## src/rtl/cfgser_pkg.sv

```systemverilog
package cfgser_pkg;
  localparam int unsigned LN_SCLK = 0;
  localparam int unsigned LN_SDAT = 1;
  localparam int unsigned LN_LE   = 2;
  localparam int unsigned N_LINES = 3;

  typedef struct packed {
    logic       sclk_rise;
    logic       le_rise;
    logic       le_lvl;
    logic       dat_lvl;
  } line_ev_t;
endpackage

```

## src/rtl/cfgser_sync.sv

```systemverilog
module cfgser_sync #(
  parameter int unsigned N      = 3,
  parameter int unsigned STAGES = 2
) (
  input  logic         clk,
  input  logic         rst,
  input  logic [N-1:0] din,
  output logic [N-1:0] lvl,
  output logic [N-1:0] rise
);
  logic [N-1:0] stg [STAGES];
  logic [N-1:0] prev;

  always_ff @(posedge clk) begin
    if (rst) begin
      for (int s = 0; s < STAGES; s++) stg[s] <= '0;
      prev <= '0;
    end else begin
      stg[0] <= din;
      for (int s = 1; s < STAGES; s++) stg[s] <= stg[s-1];
      prev <= stg[STAGES-1];
    end
  end

  assign lvl  = stg[STAGES-1];
  assign rise = stg[STAGES-1] & ~prev;
endmodule

```

## src/rtl/cfgser_shifter.sv

```systemverilog
module cfgser_shifter #(
  parameter int unsigned WORD_W = 32
) (
  input  logic              clk,
  input  logic              rst,
  input  logic              shift_en,
  input  logic              bit_in,
  output logic [WORD_W-1:0] word
);
  always_ff @(posedge clk) begin
    if (rst)           word <= '0;
    else if (shift_en) word <= {word[WORD_W-2:0], bit_in};
  end
endmodule

```

## src/rtl/cfgser_bank.sv

```systemverilog
module cfgser_bank #(
  parameter int unsigned ADDR_W   = 4,
  parameter int unsigned WORD_W   = 32,
  parameter int unsigned DATA_W   = WORD_W - ADDR_W,
  parameter int unsigned NREG     = 1 << ADDR_W,
  parameter logic [NREG*DATA_W-1:0] DEFAULTS = '0
) (
  input  logic                   clk,
  input  logic                   rst,
  input  logic                   commit,
  input  logic [WORD_W-1:0]      word,
  output logic [NREG*DATA_W-1:0] regs,
  output logic                   stb,
  output logic [ADDR_W-1:0]      addr,
  output logic [DATA_W-1:0]      data
);
  logic [ADDR_W-1:0] sel;
  logic [DATA_W-1:0] pay;
  assign sel = word[ADDR_W-1:0];
  assign pay = word[WORD_W-1:ADDR_W];

  for (genvar g = 0; g < NREG; g++) begin : g_reg
    always_ff @(posedge clk) begin
      if (rst)
        regs[g*DATA_W +: DATA_W] <= DEFAULTS[g*DATA_W +: DATA_W];
      else if (commit && sel == ADDR_W'(g))
        regs[g*DATA_W +: DATA_W] <= pay;
    end
  end

  always_ff @(posedge clk) begin
    if (rst) begin
      stb  <= 1'b0;
      addr <= '0;
      data <= '0;
    end else begin
      stb <= commit;
      if (commit) begin
        addr <= sel;
        data <= pay;
      end
    end
  end
endmodule

```

## src/rtl/cfgser_top.sv

```systemverilog
module cfgser_top #(
  parameter int unsigned ADDR_W   = 4,
  parameter int unsigned WORD_W   = 32,
  parameter int unsigned SYNC_STG = 2,
  parameter int unsigned DATA_W   = WORD_W - ADDR_W,
  parameter int unsigned NREG     = 1 << ADDR_W,
  parameter logic [NREG*DATA_W-1:0] DEFAULTS = '0
) (
  input  logic                   clk,
  input  logic                   rst,
  input  logic                   ser_clk_i,
  input  logic                   ser_dat_i,
  input  logic                   ser_le_i,
  output logic [NREG*DATA_W-1:0] regs_o,
  output logic                   wr_stb_o,
  output logic [ADDR_W-1:0]      wr_addr_o,
  output logic [DATA_W-1:0]      wr_data_o
);
  import cfgser_pkg::*;

  logic [N_LINES-1:0] raw, lvl, rise;
  line_ev_t           ev;
  logic               shift_en;
  logic [WORD_W-1:0]  sr_word;

  always_comb begin
    raw          = '0;
    raw[LN_SCLK] = ser_clk_i;
    raw[LN_SDAT] = ser_dat_i;
    raw[LN_LE]   = ser_le_i;
  end

  cfgser_sync #(.N(N_LINES), .STAGES(SYNC_STG)) u_sync (
    .clk(clk), .rst(rst), .din(raw), .lvl(lvl), .rise(rise)
  );

  always_comb begin
    ev.sclk_rise = rise[LN_SCLK];
    ev.le_rise   = rise[LN_LE];
    ev.le_lvl    = lvl[LN_LE];
    ev.dat_lvl   = lvl[LN_SDAT];
  end

  assign shift_en = ev.sclk_rise & ~ev.le_lvl;

  cfgser_shifter #(.WORD_W(WORD_W)) u_shift (
    .clk(clk), .rst(rst), .shift_en(shift_en), .bit_in(ev.dat_lvl), .word(sr_word)
  );

  cfgser_bank #(
    .ADDR_W(ADDR_W), .WORD_W(WORD_W), .DATA_W(DATA_W), .NREG(NREG), .DEFAULTS(DEFAULTS)
  ) u_bank (
    .clk(clk), .rst(rst), .commit(ev.le_rise), .word(sr_word),
    .regs(regs_o), .stb(wr_stb_o), .addr(wr_addr_o), .data(wr_data_o)
  );
endmodule

```

## config.mk

```make
export PLATFORM = sky130hd
export DESIGN_NAME = cfgser_top
export DESIGN_NICKNAME = d
export VERILOG_FILES = /design/src/rtl/cfgser_pkg.sv /design/src/rtl/cfgser_sync.sv /design/src/rtl/cfgser_shifter.sv /design/src/rtl/cfgser_bank.sv /design/src/rtl/cfgser_top.sv
export SDC_FILE = /design/constraint.sdc
export NUM_CORES = 1
export LEC_CHECK = 0
export BUFFER_PORTS_ARGS = -buffer_cell sky130_fd_sc_hd__buf_2
export CORE_ASPECT_RATIO = 2
export CORE_MARGIN = 10
export CORE_UTILIZATION = 25
export DETAILED_ROUTE_END_ITERATION = 8
export PLACE_DENSITY = 0.42
export SLEW_MARGIN = 40
export SYNTH_ARGS = -nofsm -noshare
export SYNTH_HDL_FRONTEND = slang
export SYNTH_HIERARCHICAL = 1
export SYNTH_SLANG_ARGS = --single-unit
```

## constraint.sdc

```tcl
create_clock -name clk -period 2.8 [get_ports clk]
set_clock_uncertainty 0.2 [all_clocks]
set_input_delay 0.42 -clock clk [delete_from_list [all_inputs] [get_ports clk]]
set_output_delay 0.42 -clock clk [all_outputs]
set_load 0.005 [all_outputs]
```

==> metrics.cfg <==
[status]
status = complete, no violations

[worst_setup_path]
critPathArrivalTime_ns = 2.54
end_kind = register
cp_max_fo = 24
cp_data_required_time_ns = 3.05
cp-start-kind = register
critPathKind = reg2reg

[detailed_routing]
dr_total_vias = 14100
drc = 0
drtIter0Drc = 629
via_per_inst = 4.28
postRouteAntennaNets = 0
firstDrtPassIters = 5
wl_per_cell_um = 23.3
route.final.wire_length_um = 76900

[sta]
hold_ws_ns = 0.253
maxSlewViolCount = 0
setup_viol = 0
relSlewSlack_pct = 50.8
finalCriticalPeriod_ns = 2.29
max_slew.worst_pin.slew_ns = 0.738
grt_setup_unrepaired = false
hold_violations = 0
fin_ws_ns = 0.512
fmax_ghz = 0.437
finalSetupTns_ns = 0
min_period_over_period_pct = 81.7

[job]
cap_violations = 0

[finish]
area_growth_pct = 27.2
multiInputGateArea_um2 = 8640
seq_area_um2 = 10400
nets = 2232
n_fill_cell = 8224
fin_cells = 3297
post_route_cells_drive_above_1_share_pct = 28.6

[clocking]
clkSinkCount = 521
numCtsBuffers = 51
cts.repair.resized = 0
cts_max_level = 2
tritoncts = built
clk_pin_slew_worst_paths_ns = 0.06
root_buffer = clkbuf_16
clk_latency_ns = 0.60
clock_path_buffers = 3
post-cts-setup-buffers = 0

[floorplanning]
die_h_um = 418
io_pins = 486
coreArea_um2 = 78900
start_util_pct = 25.1
die_w_um = 219
dieArea_um2 = 91700
rows = 146

[grt]
grt.overflow.total = 0
grt_pass1_wl_um = 110000
grtUsageTotal_pct = 16.4
antenna_found_initial = 3
grt_start_max_net_pins = 124
grt_pass1_vias = 15000

[place]
io_buffer_count = 485
post-dp-hpwl_um = 54600
dpl.cell_count = 3206
dp_slack_ns = 0.528
finalWeightedCongestion = 0.756

[power]
power_frac_seq_pct = 50.9
switchingPower_mw = 3.18
ir_drop_uv = 375
p_leak_nw = 13.1
swShare_pct = 21.9
power_mw = 14.6
pwr-share-clk_pct = 47.0
p_comb_share_pct = 2.1
powerDensity_nw_per_um2 = 577
power.internal_mw = 11.4

[synthesis]
syn-cell-area_um2 = 19800
ys_warn_count = 6
synth_nets = 1792
syn_inst = 1787
syn_avg_cell_area_um2 = 11.1

[worst_hold_path]
min_path_type = reg2reg

[timing repair]
| action | 4_1_cts | 5_1_grt |
|---|---|---|
| hold buffers | 4 | 0 |
| endpoints found under the setup margin | 0 | 0 |
| hold endpoints to repair | 9 | 0 |
[through the flow]
step           area [µm²]  utilization [%]
2_1_floorplan       19800                -
3_3_place_gp        23600             29.9
3_5_place_dp        23600             29.9
4_1_cts             25200             31.9
6_report            25200             31.9
5_1_grt             25200             31.9
[placed cells by master (no fill, tap or decap)]
| cell type | n |
|---|---|
| dfxtp_1 | 521 |
| mux2i_1 | 511 |
| buf_2 | 484 |
| nand2b_1 | 475 |
| nor2_1 | 64 |
| buf_4 | 54 |
| clkbuf_16 | 51 |
| buf_12 | 19 |
| clkbuf_1 | 15 |
| nor2b_1 | 12 |
| clkbuf_8 | 7 |
| clkinv_2 | 6 |
| dlygate4sd3_1 | 4 |
| nand2b_2 | 4 |
| nand3_2 | 4 |
| bufinv_16 | 3 |
| or3_2 | 3 |
| nor2b_4 | 2 |
| clkinvlp_4 | 2 |
| nand3b_1 | 2 |
| nand4b_1 | 2 |
| nand4_1 | 2 |
| nand2_2 | 2 |
| diode_2 | 1 |
| inv_6 | 1 |
| clkinv_4 | 1 |
| buf_8 | 1 |
| a21oi_1 | 1 |
| nor3_2 | 1 |
| and3_1 | 1 |
| nor3b_1 | 1 |
| nand2_1 | 1 |
| and2_1 | 1 |
| or4b_2 | 1 |
| or3_1 | 1 |
[cell type report]
cell class | instances | share of cell area, %
flip-flops and latches | 521 | 41.4
multi-input cells | 1091 | 34.3
repair buffers | 562 | 12.9
clock buffers | 73 | 5.67
well taps | 1036 | 5.14
clock inverters | 13 | 0.605
diodes | 1 | 0.00993
[registers in the layout (all words and copies together), names as in the netlist]
signal        count
u_bank/addr       4
u_bank/data      28
u_bank/regs     448
u_bank/stb        1
u_shift/word     32
u_sync/prev       2
u_sync/stg        6
[power groups by stage]
stage	Clock [mW]	Sequential (mW)	Combinational (mW)
after global routing	7.38	7.41	0.324
final	6.84	7.42	0.303
after global placement	0	7.58	0.302
after floorplan	0	7.58	0.227
after CTS	7.13	7.41	0.310
after detailed placement	0	7.58	0.304
[final timing paths]
check | start | endpoint | slack, ns | depth (start not counted)
min | u_sync/stg[0][0] | u_sync/stg[0][3] | 0.25 | 1
max | u_sync/stg[0][5] | u_bank/regs[350] | 0.51 | 5
min reg2reg | u_sync/stg[0][0] | u_sync/stg[0][3] | 0.25 | 1
max reg2reg | u_sync/stg[0][5] | u_bank/regs[350] | 0.51 | 5
[worst max-delay path, stage by stage, from the launching register on]
cell and delay [ns]:
dfxtp_1 0.39, nor2b_4 0.24, nand2_2 0.09, or4b_2 0.80
buf_12 0.23, mux2i_1 0.15
[routing by layer]
metal  vias up  track usage [%]  wire (µm)
met5         -                0          0
met2       427             28.3      37600
met1      6904             18.5      30800
met3        75             6.00       6660
li1       6711                -          -
met4         0             4.69       1870
(Power assumes the default switching activity.)
